<file path="src/rtl/fisreg_pkg.sv">
package fisreg_pkg;

    // write-side register map (byte offsets)
    localparam logic [7:0] OFF_TXB  = 8'h00;
    localparam logic [7:0] OFF_RXNB = 8'h04;
    localparam logic [7:0] OFF_CTL  = 8'h08;
    localparam logic [7:0] OFF_RXDB = 8'h0C;
    localparam logic [7:0] OFF_ACK  = 8'h10;

    // read-side register map (byte offsets)
    localparam logic [7:0] OFF_ERR  = 8'h04;
    localparam logic [7:0] OFF_STAT = 8'h0C;

    // control word fields
    localparam int unsigned CTL_RST_BIT  = 31;
    localparam int unsigned CTL_GO_BIT   = 30;
    localparam int unsigned CTL_DATA_BIT = 29;

    // acknowledge word fields
    localparam int unsigned ACK_RXIRQ_BIT = 31;
    localparam int unsigned ACK_TXIRQ_BIT = 30;
    localparam int unsigned ACK_KIND_BIT  = 29;

    // status word fields
    localparam int unsigned STAT_KIND_BIT = 31;

    // base addresses are aligned to this many low zero bits
    localparam int unsigned BASE_ALIGN = 9;

    // interrupt flag indices
    localparam int unsigned IRQ_RX = 0;
    localparam int unsigned IRQ_TX = 1;
    localparam int unsigned NUM_IRQ = 2;

    typedef enum logic [2:0] {
        WSEL_NONE,
        WSEL_TXB,
        WSEL_RXNB,
        WSEL_CTL,
        WSEL_RXDB,
        WSEL_ACK
    } wsel_e;

    typedef enum logic [1:0] {
        RSEL_ZERO,
        RSEL_ERR,
        RSEL_STAT
    } rsel_e;

endpackage

</file>
<file path="src/rtl/fisreg_wr_decode.sv">
module fisreg_wr_decode
    import fisreg_pkg::*;
#(
    parameter int unsigned ADDR_W = 8,
    parameter int unsigned DW     = 32,
    parameter int unsigned TXW    = 16
) (
    input  logic              clk,
    input  logic              rst_n,
    input  logic [ADDR_W-1:0] bus_addr,
    input  logic              bus_wr,
    input  logic [DW-1:0]     bus_wdata,
    output logic [DW-1:0]     tx_base,
    output logic [DW-1:0]     rx_nd_base,
    output logic [DW-1:0]     rx_d_base,
    output logic [TXW-1:0]    tx_words,
    output logic              tx_is_data,
    output logic              tx_start,
    output logic              dp_soft_rst,
    output logic              ctl_wr,
    output logic [2:0]        ack_bits
);

    localparam int unsigned BW = DW - BASE_ALIGN;

    typedef struct packed {
        logic [BW-1:0]  txb;
        logic [BW-1:0]  rxnb;
        logic [BW-1:0]  rxdb;
        logic [TXW-1:0] words;
        logic           is_data;
        logic           go;
        logic           srst;
    } wr_state_t;

    wr_state_t s_d, s_q;
    wsel_e     wsel;

    always_comb begin
        wsel = WSEL_NONE;
        if (bus_wr) begin
            if (bus_addr == ADDR_W'(OFF_TXB))       wsel = WSEL_TXB;
            else if (bus_addr == ADDR_W'(OFF_RXNB)) wsel = WSEL_RXNB;
            else if (bus_addr == ADDR_W'(OFF_CTL))  wsel = WSEL_CTL;
            else if (bus_addr == ADDR_W'(OFF_RXDB)) wsel = WSEL_RXDB;
            else if (bus_addr == ADDR_W'(OFF_ACK))  wsel = WSEL_ACK;
            else                                    wsel = WSEL_NONE;
        end
    end

    always_comb begin
        s_d      = s_q;
        s_d.go   = 1'b0;
        s_d.srst = 1'b0;
        case (wsel)
            WSEL_TXB:  s_d.txb  = bus_wdata[DW-1:BASE_ALIGN];
            WSEL_RXNB: s_d.rxnb = bus_wdata[DW-1:BASE_ALIGN];
            WSEL_RXDB: s_d.rxdb = bus_wdata[DW-1:BASE_ALIGN];
            WSEL_CTL: begin
                s_d.words   = bus_wdata[TXW-1:0];
                s_d.is_data = bus_wdata[CTL_DATA_BIT];
                s_d.go      = bus_wdata[CTL_GO_BIT];
                s_d.srst    = bus_wdata[CTL_RST_BIT];
            end
            default: ;
        endcase
    end

    always_ff @(posedge clk) begin
        if (!rst_n) s_q <= '0;
        else        s_q <= s_d;
    end

    assign tx_base     = {s_q.txb,  {BASE_ALIGN{1'b0}}};
    assign rx_nd_base  = {s_q.rxnb, {BASE_ALIGN{1'b0}}};
    assign rx_d_base   = {s_q.rxdb, {BASE_ALIGN{1'b0}}};
    assign tx_words    = s_q.words;
    assign tx_is_data  = s_q.is_data;
    assign tx_start    = s_q.go;
    assign dp_soft_rst = s_q.srst;
    assign ctl_wr      = (wsel == WSEL_CTL);
    assign ack_bits    = (wsel == WSEL_ACK) ?
                         {bus_wdata[ACK_RXIRQ_BIT], bus_wdata[ACK_TXIRQ_BIT], bus_wdata[ACK_KIND_BIT]} :
                         3'b000;

    // base written at 0x00 appears aligned in the next cycle
    p_txbase_load_r2: assert property (@(posedge clk) disable iff (!rst_n)
        (bus_wr && bus_addr == ADDR_W'(OFF_TXB)) |=>
        (tx_base == {$past(bus_wdata[DW-1:BASE_ALIGN]), {BASE_ALIGN{1'b0}}}));

    // a start pulse only follows a control write with the start bit
    p_go_source_r4: assert property (@(posedge clk) disable iff (!rst_n)
        tx_start |-> $past(bus_wr && bus_addr == ADDR_W'(OFF_CTL) && bus_wdata[CTL_GO_BIT]));

    // a reset pulse only follows a control write with the reset bit
    p_rst_source_r4: assert property (@(posedge clk) disable iff (!rst_n)
        dp_soft_rst |-> $past(bus_wr && bus_addr == ADDR_W'(OFF_CTL) && bus_wdata[CTL_RST_BIT]));

    // a write that decodes to nothing leaves every register unchanged
    p_undecoded_wr_r10: assert property (@(posedge clk) disable iff (!rst_n)
        (bus_wr && wsel == WSEL_NONE) |=>
        ($stable(tx_base) && $stable(rx_nd_base) && $stable(rx_d_base) &&
         $stable(tx_words) && $stable(tx_is_data)));

endmodule

</file>
<file path="src/rtl/fisreg_rx_status.sv">
module fisreg_rx_status #(
    parameter int unsigned CNT_W = 24
) (
    input  logic             clk,
    input  logic             rst_n,
    input  logic             rx_beat,
    input  logic             rx_done,
    input  logic             rx_nondata,
    input  logic             cnt_clr,
    input  logic             kind_clr,
    output logic [CNT_W-1:0] rx_count,
    output logic             rx_kind
);

    localparam logic [CNT_W-1:0] CNT_MAX = {CNT_W{1'b1}};

    typedef struct packed {
        logic [CNT_W-1:0] cnt;
        logic             kind;
    } rx_state_t;

    rx_state_t r_d, r_q;

    always_comb begin
        r_d = r_q;
        // count: clear has priority, then saturating increment
        if (cnt_clr)
            r_d.cnt = '0;
        else if (rx_beat && r_q.cnt != CNT_MAX)
            r_d.cnt = r_q.cnt + 1'b1;
        // kind flag: load on frame end has priority over clear
        if (rx_done)
            r_d.kind = rx_nondata;
        else if (kind_clr)
            r_d.kind = 1'b0;
    end

    always_ff @(posedge clk) begin
        if (!rst_n) r_q <= '0;
        else        r_q <= r_d;
    end

    assign rx_count = r_q.cnt;
    assign rx_kind  = r_q.kind;

    // control write empties the count
    p_cnt_clear_r7: assert property (@(posedge clk) disable iff (!rst_n)
        cnt_clr |=> (rx_count == '0));

    // a saturated count stays saturated
    p_cnt_sat_r6: assert property (@(posedge clk) disable iff (!rst_n)
        (rx_count == CNT_MAX && !cnt_clr) |=> (rx_count == CNT_MAX));

    // without beat or clear the count holds
    p_cnt_hold_r6: assert property (@(posedge clk) disable iff (!rst_n)
        (!rx_beat && !cnt_clr) |=> $stable(rx_count));

    // frame end loads the kind flag even under a clear
    p_kind_load_r8: assert property (@(posedge clk) disable iff (!rst_n)
        rx_done |=> (rx_kind == $past(rx_nondata)));

endmodule

</file>
<file path="src/rtl/fisreg_irq.sv">
module fisreg_irq #(
    parameter int unsigned N = 2
) (
    input  logic         clk,
    input  logic         rst_n,
    input  logic [N-1:0] set_i,
    input  logic [N-1:0] clr_i,
    output logic [N-1:0] flag_o
);

    logic [N-1:0] flag_d, flag_q;

    for (genvar g = 0; g < N; g++) begin : g_flag
        always_comb begin
            if (set_i[g])      flag_d[g] = 1'b1;
            else if (clr_i[g]) flag_d[g] = 1'b0;
            else               flag_d[g] = flag_q[g];
        end

        // a done pulse always leaves its flag set
        p_set_wins_r9: assert property (@(posedge clk) disable iff (!rst_n)
            set_i[g] |=> flag_o[g]);

        // a lone clear drops the flag
        p_clear_r9: assert property (@(posedge clk) disable iff (!rst_n)
            (clr_i[g] && !set_i[g]) |=> !flag_o[g]);
    end

    always_ff @(posedge clk) begin
        if (!rst_n) flag_q <= '0;
        else        flag_q <= flag_d;
    end

    assign flag_o = flag_q;

endmodule

</file>
<file path="src/rtl/fis_dma_regs.sv">
module fis_dma_regs
    import fisreg_pkg::*;
#(
    parameter int unsigned ADDR_W = 8,
    parameter int unsigned DW     = 32,
    parameter int unsigned TXW    = 16,
    parameter int unsigned CNT_W  = 24
) (
    input  logic              clk,
    input  logic              rst_n,
    input  logic [ADDR_W-1:0] bus_addr,
    input  logic              bus_wr,
    input  logic [DW-1:0]     bus_wdata,
    input  logic              bus_rd,
    output logic [DW-1:0]     bus_rdata,
    input  logic [DW-1:0]     err_code,
    input  logic              rx_beat,
    input  logic              rx_done,
    input  logic              rx_nondata,
    input  logic              tx_done,
    output logic [DW-1:0]     tx_base,
    output logic [DW-1:0]     rx_nd_base,
    output logic [DW-1:0]     rx_d_base,
    output logic [TXW-1:0]    tx_words,
    output logic              tx_is_data,
    output logic              tx_start,
    output logic              dp_soft_rst,
    output logic              irq_rx,
    output logic              irq_tx
);

    localparam int unsigned STAT_PAD = DW - 1 - CNT_W;

    logic             ctl_wr;
    logic [2:0]       ack_bits;
    logic [CNT_W-1:0] rx_count;
    logic             rx_kind;
    logic [NUM_IRQ-1:0] irq_set, irq_clr, irq_flag;

    fisreg_wr_decode #(
        .ADDR_W (ADDR_W),
        .DW     (DW),
        .TXW    (TXW)
    ) u_wr (
        .clk         (clk),
        .rst_n       (rst_n),
        .bus_addr    (bus_addr),
        .bus_wr      (bus_wr),
        .bus_wdata   (bus_wdata),
        .tx_base     (tx_base),
        .rx_nd_base  (rx_nd_base),
        .rx_d_base   (rx_d_base),
        .tx_words    (tx_words),
        .tx_is_data  (tx_is_data),
        .tx_start    (tx_start),
        .dp_soft_rst (dp_soft_rst),
        .ctl_wr      (ctl_wr),
        .ack_bits    (ack_bits)
    );

    fisreg_rx_status #(
        .CNT_W (CNT_W)
    ) u_rx (
        .clk        (clk),
        .rst_n      (rst_n),
        .rx_beat    (rx_beat),
        .rx_done    (rx_done),
        .rx_nondata (rx_nondata),
        .cnt_clr    (ctl_wr),
        .kind_clr   (ack_bits[0]),
        .rx_count   (rx_count),
        .rx_kind    (rx_kind)
    );

    always_comb begin
        irq_set         = '0;
        irq_clr         = '0;
        irq_set[IRQ_RX] = rx_done;
        irq_set[IRQ_TX] = tx_done;
        irq_clr[IRQ_RX] = ack_bits[2];
        irq_clr[IRQ_TX] = ack_bits[1];
    end

    fisreg_irq #(
        .N (NUM_IRQ)
    ) u_irq (
        .clk    (clk),
        .rst_n  (rst_n),
        .set_i  (irq_set),
        .clr_i  (irq_clr),
        .flag_o (irq_flag)
    );

    assign irq_rx = irq_flag[IRQ_RX];
    assign irq_tx = irq_flag[IRQ_TX];

    // read path: registered, updated only on a read strobe
    rsel_e         rsel;
    logic [DW-1:0] rdata_d, rdata_q, stat_word;

    always_comb begin
        stat_word = {rx_kind, {STAT_PAD{1'b0}}, rx_count};
        rsel      = RSEL_ZERO;
        if (bus_addr == ADDR_W'(OFF_ERR))       rsel = RSEL_ERR;
        else if (bus_addr == ADDR_W'(OFF_STAT)) rsel = RSEL_STAT;
        rdata_d = rdata_q;
        if (bus_rd) begin
            case (rsel)
                RSEL_ERR:  rdata_d = err_code;
                RSEL_STAT: rdata_d = stat_word;
                default:   rdata_d = '0;
            endcase
        end
    end

    always_ff @(posedge clk) begin
        if (!rst_n) rdata_q <= '0;
        else        rdata_q <= rdata_d;
    end

    assign bus_rdata = rdata_q;

    // reads of non-readable addresses return zero
    p_zero_read_r10: assert property (@(posedge clk) disable iff (!rst_n)
        (bus_rd && bus_addr != ADDR_W'(OFF_ERR) && bus_addr != ADDR_W'(OFF_STAT)) |=>
        (bus_rdata == '0));

    // read data holds without a read strobe
    p_rdata_hold_r5: assert property (@(posedge clk) disable iff (!rst_n)
        !bus_rd |=> $stable(bus_rdata));

    // error code read returns the input sampled with the strobe
    p_err_read_r5: assert property (@(posedge clk) disable iff (!rst_n)
        (bus_rd && bus_addr == ADDR_W'(OFF_ERR)) |=> (bus_rdata == $past(err_code)));

endmodule

</file>
<file path="config.mk">
export PLATFORM = sky130hd
export DESIGN_NAME = fis_dma_regs
export DESIGN_NICKNAME = d
export VERILOG_FILES = /design/src/rtl/fisreg_pkg.sv /design/src/rtl/fisreg_wr_decode.sv /design/src/rtl/fisreg_rx_status.sv /design/src/rtl/fisreg_irq.sv /design/src/rtl/fis_dma_regs.sv
export SDC_FILE = /design/constraint.sdc
export NUM_CORES = 1
export LEC_CHECK = 0
export BUFFER_PORTS_ARGS = -buffer_cell sky130_fd_sc_hd__buf_2
export CELL_PAD_IN_SITES_DETAIL_PLACEMENT = 0
export CELL_PAD_IN_SITES_GLOBAL_PLACEMENT = 1
export CORE_MARGIN = 3
export CORE_UTILIZATION = 25
export CTS_BUF_LIST = sky130_fd_sc_hd__clkbuf_8
export CTS_CLUSTER_SIZE = 25
export DETAILED_ROUTE_END_ITERATION = 16
export HOLD_SLACK_MARGIN = 0.05
export PLACE_DENSITY = 0.7
export REMOVE_ABC_BUFFERS = 1
export SETUP_SLACK_MARGIN = 0.05
export SKIP_CTS_REPAIR_TIMING = 1
export SYNTH_ARGS = -nofsm -noshare
export SYNTH_HDL_FRONTEND = slang
export SYNTH_SLANG_ARGS = --single-unit
</file>
<file path="constraint.sdc">
create_clock -name clk -period 1.95 [get_ports clk]
set_input_delay 0.39 -clock clk [delete_from_list [all_inputs] [get_ports clk]]
set_output_delay 0.39 -clock clk [all_outputs]
set_load 0.005 [all_outputs]
</file>
## Word-level counts from Yosys, hierarchy flattened

Cells that the tools add are included.
W data, S select, Z words.

- Bits in registers: 147
- Input port bits: 80
- Output and inout port bits: 149
- Word-level logic and storage cells: 49

- Add/sub/neg operators: 1
- Equal/unequal tests: 12
- Mux-type cells: 16
- Bitwise operators: 1
- Reductions and logical operators: 7

Operators with widths:

| cell | count |
|---|---|
| $pmux W32 S2 | 1 |
| $add A24 B1 Y24 const B | 1 |
| $ne A24 B24 Y1 const B | 1 |
| $mux W3 | 7 |
| $eq A8 B4 Y1 const B | 2 |
| $eq A8 B3 Y1 const B | 1 |
| $eq A8 B5 Y1 const B | 1 |
| $logic_not A8 Y1 | 1 |
| $eq A3 B2 Y1 const B | 2 |
| $eq A3 B3 Y1 const B | 2 |
| $mux W1 | 6 |
| $reduce_bool A2 Y1 | 3 |
| $mux W2 | 2 |
| $eq A3 B1 Y1 const B | 1 |
| $eq A2 B1 Y1 const B | 1 |
| $eq A2 B2 Y1 const B | 1 |
| $reduce_and A2 Y1 | 1 |
| $reduce_or A2 Y1 | 1 |
| $logic_and A1 B1 Y1 | 1 |
| $not A1 Y1 | 1 |

## Logic depth before layout (Yosys ltp)

Gate-level depths: netlist (run 1).

- Depth after elaboration: 11
- Depth in mapped cells: 7

## By module

Synthesis (run 1) repeated with hierarchy kept, for this count alone.

- Cells, all modules: 652
- Area total of the unflattened synthesis: 6,496.2 sq um

Modules (own cells, without submodules):

| module | instances | cells an instance | area each (sq um) | seq. area each (sq um) |
|---|---|---|---|---|
| fisreg_wr_decode | 1 | 359 | 3,552.2 | 1,761.7 |
| fis_dma_regs | 1 | 137 | 1,582.8 | 640.6 |
| fisreg_rx_status | 1 | 150 | 1,278.7 | 500.5 |
| fisreg_irq | 1 | 6 | 82.6 | 40.0 |

## Least setup slack after synthesis (run 1)

Ideal clock, no wire load.

- Path kind: input to register
- Start point: input port bus_addr[3]
- End point: register rdata_q[16], in the netlist bus_rdata[16]
- Setup time: 0.115 ns
- Arrival: 1.701 ns
- Required time: 1.835 ns
- Setup slack: 0.134 ns
- Stages on the path: 6
- Path through: clkbuf_1 > buf_2 > buf_1 > mux2i_1 > o22ai_1 > and2_1

- Word-level cells in the longest chain between the ends: 5

RTL lines:

| what | RTL line | text |
|---|---|---|
| start, declared | fis_dma_regs.sv:11 | `input logic [ADDR_W-1:0] bus_addr,` |
| $eq A8 B4 Y1 | fis_dma_regs.sv:105 | `else if (bus_addr == ADDR_W'(OFF_STAT)) rsel = RSEL_STAT;` |
| $mux W2 | fis_dma_regs.sv:105 |  |
| $mux W2 * | fis_dma_regs.sv:104 | `if (bus_addr == ADDR_W'(OFF_ERR)) rsel = RSEL_ERR;` |
| $eq A2 B2 Y1 / $eq A2 B1 Y1 (equally long branches) | fis_dma_regs.sv:108 | `case (rsel)` |
| $pmux W32 S2 * | fis_dma_regs.sv:108 |  |
| end signal, assigned | fis_dma_regs.sv:118 | `else rdata_q <= rdata_d;` |
| end, declared | fis_dma_regs.sv:99 | `logic [DW-1:0] rdata_d, rdata_q, stat_word;` |

Mark *: on every way between the ends. The rest lies on a longest branch, timed or not.
A chain may end at the register's enable or synchronous reset.

## Worst setup path in the final report (run 1)

- Start point: register u_rx.r_q, in the netlist u_rx.rx_count[16]
- End point: register u_rx.r_q, in the netlist u_rx.rx_count[22]

- Word-level cells in the longest chain between the ends: 2

RTL lines:

| what | RTL line | text |
|---|---|---|
| start, declared | fisreg_rx_status.sv:22 | `rx_state_t r_d, r_q;` |
| start signal, assigned | fisreg_rx_status.sv:40 | `else r_q <= r_d;` |
| parallel branches: the longest is 2 deep, another holds $add A24 B1 Y24 | n/a |  |

Several ways; the timed one is not identified.

==> results of run 1 <==
==> power groups by stage <==
stage,Combinational (mW),Clock [mW],Sequential (mW)
after floorplan,0.101,0,3.09
after global placement,0.320,0,3.09
after detailed placement,0.321,0,3.09
after CTS,0.322,2.45,3.02
after global routing,0.353,2.55,3.02
final,0.319,2.34,3.02
==> area by class of cell <==
type | count | area (um^2) | area share
clock buffers | 17 | 234 | 0.0286
clock inverters | 15 | 145 | 0.0178
inverters | 27 | 101 | 0.0124
multi-input cells | 522 | 2980 | 0.365
flip-flops and latches | 147 | 2940 | 0.360
well taps | 324 | 405 | 0.0496
repair buffers | 228 | 1360 | 0.167
==> registers in the layout, summed over array words and instances, names as in the netlist, 2 cells and up <==
name	count
u_wr.rx_d_base	23
u_wr.tx_words	16
u_wr.tx_base	23
u_rx.rx_count	24
u_wr.rx_nd_base	23
bus_rdata	32
u_irq.flag_o	2
==> worst max path at each step <==
stage,endpoint,from,slack (ps),depth (start not counted)
final,u_rx.rx_count[22],u_rx.rx_count[16],160,6
after CTS,u_rx.rx_count[1],u_rx.rx_count[0],80,6
after global routing,u_rx.rx_count[22],u_rx.rx_count[15],30,6
after global placement,u_wr.rx_d_base[26],bus_addr[7],-20,7
after floorplan,u_rx.rx_count[13],bus_addr[2],-200,5
after detailed placement,u_wr.rx_nd_base[9],bus_addr[7],-80,7
==> routing by layer <==
metal	up-vias	global-route usage	wire (um)
li1	2825	-	-
met5	-	0	47
met2	161	0.213	8400
met1	2590	0.168	8430
met3	15	0.0466	1440
met4	6	0.0306	129
==> Yosys cell counts (all sizes together), types with 15 or more instances <==
| library cell | n |
|---|---|
| nand2 | 184 |
| inv | 27 |
| nand3 | 15 |
| a21boi | 86 |
| mux2i | 27 |
| nor2 | 26 |
| clkbuf | 32 |
| o22ai | 25 |
| and2 | 29 |
| buf | 46 |
| dfxtp | 147 |
==> cells by family after synthesis <==
logic type	after synthesis	share of synthesized area
flip-flops	147	0.463
AO/OA/AOI/OAI	141	0.155
buffers and inverters	105	0.0835
multiplexers	27	0.0425
XOR/XNOR	19	0.0262
AND/OR/NAND/NOR	307	0.227
adder cells (fa/ha/maj)	1	0.00197
other	1	0.000590
==> stage by stage <==
stage | util | setup TNS (ps) | hold WS (ps) | setup slack (ps)
final | 0.331 | 0 | 182 | 161
after global routing | 0.331 | 0 | 152 | 33.7
after CTS | 0.331 | 0 | 141 | 83.9
after detailed placement | 0.316 | -1110 | 442 | -81.1
after global placement | 0.316 | -227 | 435 | -17.3
after floorplan | - | -3200 | 447 | -203
==> worst max-delay path: stages (launching register included) <==
cell       delay, ps
dfxtp_1          420
and4_1           320
buf_4            160
nand2_1           40
a2111oi_0        510
xnor2_1          180
nor2_1            50
==> reports/metrics.cfg, run 1 <==
[run_status]
status = completed

[logic_synthesis]
synth_edf_count = 0
yosys-top-cells-area = dfxtp_1 (46%), nand2_1 (11%), a21boi_1 (7.4%)
ys.flop_type = dfxtp_1
yosys_register_bits = 147
yosysSeqAreaShare = 0.463
synth_area_um2 = 6350
ys_warn_count = 0
syn_avg_cell_area_um2 = 8.49
yosys.area.top_type_share = 0.463
synth.largest_area_cell = dfxtp_1
synth.distinct_cells = 44
syn_inst = 748
async_reset_ff_frac = 0

[sta]
fin_skew_ps = 10.1
worst_pin_slew_ps = 524
rsz0062_at_grt = yes
slew_headroom = 0.642
slew_violations = 0
setup_viol_count_final = 0
fmax_mhz = 559
min_period_ps = 1790
finalHoldViolCount = 0
period_share = 0.917

[critical_path]
regToRegSetupSlack_ps = 160
crit_path_end_kind = register
r2r-end = u_rx.rx_count[22]
rr_worst_depth = 6
cp.required_ps = 2280
worstPathArrival_ps = 2120
cp-start-kind = register
critical_path.max_fanout = 5
worstReg2RegStart = u_rx.rx_count[16]
critPathKind = reg -> reg

[min_path]
hp-class = in -> reg
hp-start = bus_wdata[2]
min_to = u_wr.tx_words[2]
min_path_cells = 3

[power]
p_int_mw = 4.20
peakVddDrop_v = 0.000361
p_sw_mw = 1.48
combPwrFrac = 0.056
clockPowerShare = 0.412
p_total_mw = 5.68
seq_power_share = 0.532
p_sw_frac = 0.261
power_leakage_nw = 3.49
p_per_area_nw_per_um2 = 695

[grt]
track_usage = 0.131
grt_pass1_vias = 5240
grt_max_degree = 127
antenna_found_initial = 3
grt_pass1_wl_um = 28200
overflow = 0

[clock_tree]
clkTransAtPathRegs_ps = 90
tritoncts = yes
cts_buffer_depth = 2
insertion_delay_ps = 440
cts_max_level = 4
cts.sinks = 147
cts_buffers = 17
ctsRootBufferMaster = clkbuf_8

[layout]
diodes = 0
fin_area_um2 = 8170
fin_cells = 1280
final_common_cell = buf_2
mostFrequentLayoutCells = buf_2 (200), nand2_1 (184), dfxtp_1 (147)
fillerInstances = 2651
area_delta_synth_final_pct = 28.7
drive_gt1_frac = 0.278
fin_nets = 1024

[detailed_routing]
wl_per_cell_um = 14.4
viasPerCell = 4.37
vias = 5597
drt_iter0_markers = 352
route.detailed.drc = 0
drt_pass1_iterations = 6
ant_nets = 0
routed_wl_um = 18400

[placed_design]
placed_cells = 1248
place_area_um2 = 7790
hpwlAfterDp_um = 13200
gp_congestion = 0.742
io_buffers = 201

[floorplan]
dieArea_um2 = 27400
core_um2 = 24700
row_count = 57
ios = 229
fp.dieH_um = 165
die_w_um = 165
floorplan.initialDensity = 0.257

[job]
drv_cap = 0

Note: power is estimated with default switching activity, not from simulation.
==> inputs of run 2 (changes only) <==
--- a/config.mk
+++ b/config.mk
@@ -14,6 +14,7 @@
 export CTS_CLUSTER_SIZE = 25
 export DETAILED_ROUTE_END_ITERATION = 16
 export HOLD_SLACK_MARGIN = 0.05
+export MAX_ROUTING_LAYER = met4
 export PLACE_DENSITY = 0.7
 export REMOVE_ABC_BUFFERS = 1
 export SETUP_SLACK_MARGIN = 0.05
==> constraint.sdc (replaced) <==
create_clock -name clk -period 1.9 [get_ports clk]
set_input_delay 0.38 -clock clk [delete_from_list [all_inputs] [get_ports clk]]
set_output_delay 0.38 -clock clk [all_outputs]
set_load 0.005 [all_outputs]
==> run 2 against run 1 <==
Global-route usage grew 0.63 points. Via count down 0.55%. Largest power group unchanged. Utilization grew 0.38 points. First-iteration DRC count shrank 6.8%. Power up 8.0%. Sequential power is 3% higher. Highest routed layer is now met4. Die area unchanged.
==> reports/metrics.cfg, run 2 (same netlist as run 1, synthesis figures left out) <==
[run_status]
status = completed

[layout]
fin_nets = 1027  ; +0.29%
area_delta_synth_final_pct = 30.2
seq_area_um2 = 2940  ; unchanged
multi_input_area_um2 = 3000  ; +0.42%
fillerInstances = 2680  ; +1.1%
final_common_cell = buf_2
largest_reg_flops = 32  ; unchanged
drive_gt1_frac = 0.283  ; +0.00434
mostFrequentLayoutCells = buf_2 (200), nand2_1 (184), dfxtp_1 (147)

[placed_design]
io_buffers = 201  ; unchanged
place_ws_ps = -121  ; -40.4 ps
hpwlAfterDp_um = 13200  ; about the same
gp_congestion = 0.750  ; +1.0%

[grt]
gr-usage-met2 = 0.216  ; +0.00317
antenna_found_initial = 3  ; unchanged
track_usage = 0.138  ; +0.00625
grtUsageMet3 = 0.0412  ; -0.00549
grt_busiest_layer = met2
grt_pass1_wl_um = 28700  ; +1.8%
grt_pass1_vias = 5261  ; +0.40%
gr-usage-met1 = 0.175  ; +0.00650
overflow = 0  ; unchanged
grt_max_degree = 127  ; unchanged

[power]
p_total_mw = 6.14  ; +8.0%
p_per_area_nw_per_um2 = 742  ; +6.8%
combPwrFrac = 0.053  ; -0.003
p_int_mw = 4.59  ; +9.2%
seq_power_share = 0.505  ; -0.027
peakVddDrop_v = 0.000437  ; +21%
p_sw_frac = 0.253  ; -0.00821
power_leakage_nw = 3.54  ; +1.5%
clockPowerShare = 0.441  ; +0.029
p_sw_mw = 1.55  ; +4.6%

[floorplan]
ios = 229  ; unchanged
row_count = 57  ; unchanged
dieArea_um2 = 27400  ; unchanged
floorplan.initialDensity = 0.257  ; unchanged
fp.dieH_um = 165  ; unchanged
core_um2 = 24700  ; unchanged
die_w_um = 165  ; unchanged

[clock_tree]
cts.sinks = 147  ; unchanged
cts_max_level = 4  ; unchanged
insertion_delay_ps = 450  ; about the same
tritoncts = yes
clkTransAtPathRegs_ps = 90  ; about the same
cts_buffers = 17  ; unchanged
cts_buffer_depth = 2  ; unchanged
ctsRootBufferMaster = clkbuf_8

[sta]
whs_ps = 174  ; -8.60 ps
setup_viol_count_final = 0  ; unchanged
min_period_ps = 1730  ; -55.1 ps
rsz0062_at_grt = no
fmax_mhz = 577  ; +3.2%
slew_violations = 0  ; unchanged
finalHoldViolCount = 0  ; unchanged
worst_pin_slew_ps = 491  ; -33.2 ps
period_share = 0.913  ; -0.00486
slew_headroom = 0.668  ; +0.0266
fin_ws_ps = 166  ; +5.10 ps
fin_skew_ps = 11.5  ; +1.41 ps

[critical_path]
critical_path.max_fanout = 7  ; +2
crit_path_end_kind = register
critical-path-slowest-cell = dfxtp_1
critPathKind = reg -> reg
cp_cell_sequence = ha_1, and3_1, nand3_2, o21ai_0, mux2i_1, nor2_1
slowest_delay_ps = 420  ; -90 ps
cp-start-kind = register
cp.required_ps = 2250  ; -30 ps
worstPathArrival_ps = 2080  ; -40 ps

[detailed_routing]
route.detailed.drc = 0  ; unchanged
wl_per_cell_um = 14.4  ; about the same
viasPerCell = 4.33  ; -1.0%
drt_iter0_markers = 328  ; -6.8%
vias = 5566  ; -0.55%
drt_pass1_iterations = 4  ; -2
routed_wl_um = 18500  ; +0.52%
ant_nets = 0  ; unchanged

[min_path]
hp-class = in -> reg

[job]
drv_cap = 0  ; unchanged

==> run 2: cell count changes in the layout (fill, tap and decap cells not counted), sizes merged <==
| cell | change |
|---|---|
| clkinvlp | -3 |
| buf | +3 |
| inv | -1 |
| clkinv | +2 |
| diode | +3 |
| bufinv | +2 |
==> run 2: critical path, delay by kind of cell (launching register included) <==
kind	cells	cell delay [ps]
multiplexers	1	230
AND/OR/NAND/NOR	3	420
AO/OA/AOI/OAI	1	360
adder cells (fa/ha/maj)	1	200
flip-flops	1	420
==> run 2: worst paths after layout <==
kind,start,to,slack (ps),depth (start not counted)
min,bus_wdata[3],u_wr.tx_words[3],170,3
max reg2reg,u_rx.rx_count[0],u_rx.rx_count[1],170,6
max,u_rx.rx_count[0],u_rx.rx_count[1],170,6
min reg2reg,u_wr.tx_base[27],u_wr.tx_base[27],450,2
==> run 2: power groups by stage <==
stage,Sequential (mW),Combinational (mW),Clock [mW]
5_1_grt,3.10,0.364,2.94
3_5_place_dp,3.17,0.332,0
4_1_cts,3.10,0.333,2.83
3_3_place_gp,3.17,0.334,0
6_report,3.10,0.328,2.71
2_1_floorplan,3.17,0.104,0
==> run 2: metrics by stage <==
step                      area [um^2]  utilization  TNS, ps  cells
after floorplan                  6020            -    -5940    696
after global placement           7810        0.317    -2650   1251
after detailed placement         7810        0.317    -4630   1251
after CTS                        8240        0.334        0   1283
after global routing             8270        0.335        0   1286
final                            8270        0.335        0   1286
==> run 2: area by class of cell <==
type / instances / share of cell area
Antenna cell: 3 / 0.000908
Clock buffer: 17 / 0.0283
Clock inverter: 15 / 0.0238
Inverter: 27 / 0.0123
Multi-Input combinational cell: 522 / 0.362
Sequential cell: 147 / 0.356
Tap cell: 324 / 0.0490
Timing Repair Buffer: 231 / 0.167
==> run 2: layer usage <==
metal | share of wire | vias to the layer above
met5 | 0 | -
met4 | 0.0073 | 0
met3 | 0.073 | 10
met2 | 0.46 | 169
met1 | 0.46 | 2546
li1 | - | 2841
==> inputs of run 3 (changes only) <==
--- a/config.mk
+++ b/config.mk
@@ -10,9 +10,9 @@
 export CELL_PAD_IN_SITES_GLOBAL_PLACEMENT = 1
 export CORE_MARGIN = 3
 export CORE_UTILIZATION = 25
-export CTS_BUF_LIST = sky130_fd_sc_hd__clkbuf_8
 export CTS_CLUSTER_SIZE = 25
 export DETAILED_ROUTE_END_ITERATION = 16
+export GPL_ROUTABILITY_DRIVEN = 0
 export HOLD_SLACK_MARGIN = 0.05
 export MAX_ROUTING_LAYER = met4
 export PLACE_DENSITY = 0.7
==> run 3 against run 2 <==
Clock skew down 6.1 ps. Critical endpoint is now u_rx.rx_count[13]. First-iteration DRC count is 15% lower. Clock power is 32% higher.
==> reports/metrics.cfg, run 3 (same netlist as run 1, synthesis figures left out) <==
[run_status]
status = completed

[floorplan]
die_w_um = 165  ; unchanged
ios = 229  ; unchanged
row_count = 57  ; unchanged
dieArea_um2 = 27400  ; unchanged
core_um2 = 24700  ; unchanged
fp.dieH_um = 165  ; unchanged
floorplan.initialDensity = 0.257  ; unchanged

[sta]
finalHoldViolCount = 0  ; unchanged
fin_ws_ps = 216  ; +50.2 ps
period_share = 0.886  ; -0.0264
fin_skew_ps = 5.46  ; -6.05 ps
fmax_mhz = 594  ; +3.0%
setup_viol_count_final = 0  ; unchanged
rsz0062_at_grt = no
worst_pin_slew_ps = 495  ; +3.86 ps
slew_violations = 0  ; unchanged
min_period_ps = 1680  ; -50.2 ps
slew_headroom = 0.666  ; -0.00261

[power]
power_leakage_nw = 3.62  ; +2.3%
peakVddDrop_v = 0.000407  ; -6.9%
p_per_area_nw_per_um2 = 830  ; +12%

[placed_design]
io_buffers = 201  ; unchanged
place_ws_ps = -121  ; unchanged
hpwlAfterDp_um = 13200  ; unchanged

[critical_path]
worstReg2RegStart = u_rx.rx_count[0]
r2r-end = u_rx.rx_count[13]
cp.required_ps = 2260  ; about the same
crit_path_end_kind = register
cp-start-kind = register
rr_worst_depth = 6  ; unchanged
critPathKind = reg -> reg
regToRegSetupSlack_ps = 220  ; +50 ps
critical_path.max_fanout = 7  ; unchanged
worstPathArrival_ps = 2050  ; -30 ps

[clock_tree]
cts_max_level = 4  ; unchanged
ctsRootBufferMaster = clkbuf_16
cts_buffer_depth = 2  ; unchanged
cts_buffers = 17  ; unchanged
tritoncts = yes
clkTransAtPathRegs_ps = 60  ; -30 ps
insertion_delay_ps = 420  ; -30 ps
cts.sinks = 147  ; unchanged

[detailed_routing]
drt_pass1_iterations = 4  ; unchanged
routed_wl_um = 18500  ; about the same
route.detailed.drc = 0  ; unchanged
drt_iter0_markers = 280  ; -15%
vias = 5553  ; -0.23%
viasPerCell = 4.32  ; -0.23%
ant_nets = 0  ; unchanged
wl_per_cell_um = 14.4  ; about the same

[min_path]
min_path_cells = 3  ; unchanged
hp-start = err_code[26]
min_to = bus_rdata[26]
hp-class = in -> reg

[grt]
grt_pass1_vias = 5288  ; +0.51%
track_usage = 0.138  ; +0.000216
overflow = 0  ; unchanged
grt_pass1_wl_um = 28800  ; +0.29%
antenna_found_initial = 3  ; unchanged
grt_max_degree = 127  ; unchanged

[layout]
area_delta_synth_final_pct = 33.2
fin_nets = 1027  ; unchanged
final_common_cell = buf_2
drive_gt1_frac = 0.283  ; unchanged
mostFrequentLayoutCells = buf_2 (200), nand2_1 (184), dfxtp_1 (147)
fillerInstances = 2654  ; -0.97%
utilization = 0.343  ; +0.00776
largest_reg_flops = 32  ; unchanged

[job]
drv_cap = 0  ; unchanged

==> run 3: cell types whose count changed in the layout (fill, tap and decap cells not counted) <==
cell	change
clkbuf_16	+17
o21ai_0	-1
clkbuf_1	+1
o21ai_1	+1
clkbuf_8	-17
inv_1	-1
==> run 3: critical path, cell delays in order (launching register included) <==
cell and delay, ps:
dfxtp_1 350, ha_1 230, and3_1 210, nand3_2 160, o2111ai_2 180, or4_1 420, nand2_1 70
==> run 3: layer usage <==
layer  GRT usage  routed length [um]  up-vias
met5           -                   0        -
met4      0.0389                 212        0
met3      0.0414                1390       16
met2       0.214                8370      165
met1       0.175                8580     2531
li1            -                   -     2841
==> run 3: where the power goes <==
group	internal (mW)	switching [mW]
sequential	3.09	0.00929
combinational	0.152	0.177
clock	2.12	1.47
total	5.36	1.66
==> run 3: worst max path at each step <==
stage                startpoint            endpoint  slack (ps)  cells past startpoint
2_1_floorplan       bus_addr[2]   u_rx.rx_count[13]        -240                      5
3_3_place_gp        bus_addr[7]  u_wr.rx_nd_base[9]         -60                      7
3_5_place_dp        bus_addr[7]  u_wr.rx_nd_base[9]        -120                      7
4_1_cts        u_rx.rx_count[0]   u_rx.rx_count[13]          80                      6
5_1_grt        u_rx.rx_count[0]   u_rx.rx_count[13]          90                      6
6_report       u_rx.rx_count[0]   u_rx.rx_count[13]         220                      6
==> run 3: metrics by stage <==
step / area [um^2] / setup TNS (ps) / std cells / power (mW) / hold slack, ps
6_report: 8460 / 0 / 1286 / 7.02 / 205
5_1_grt: 8460 / 0 / 1286 / 7.29 / 192
4_1_cts: 8430 / 0 / 1283 / 7.15 / 177
3_5_place_dp: 7810 / -4630 / 1251 / 3.50 / 440
3_3_place_gp: 7810 / -2650 / 1251 / 3.50 / 435
2_1_floorplan: 6020 / -5940 / 696 / 3.27 / 447
==> run 3: final cells by class <==
type                    instances  area (um^2)  share of cell area
inverters                      27          101              0.0120
clock buffers                  18          429              0.0507
flip-flops and latches        147         2940               0.348
multi-input cells             522         3000               0.354
repair buffers                231         1380               0.164
clock inverters                14          193              0.0228
well taps                     324          405              0.0479
diodes                          3         7.51            0.000887
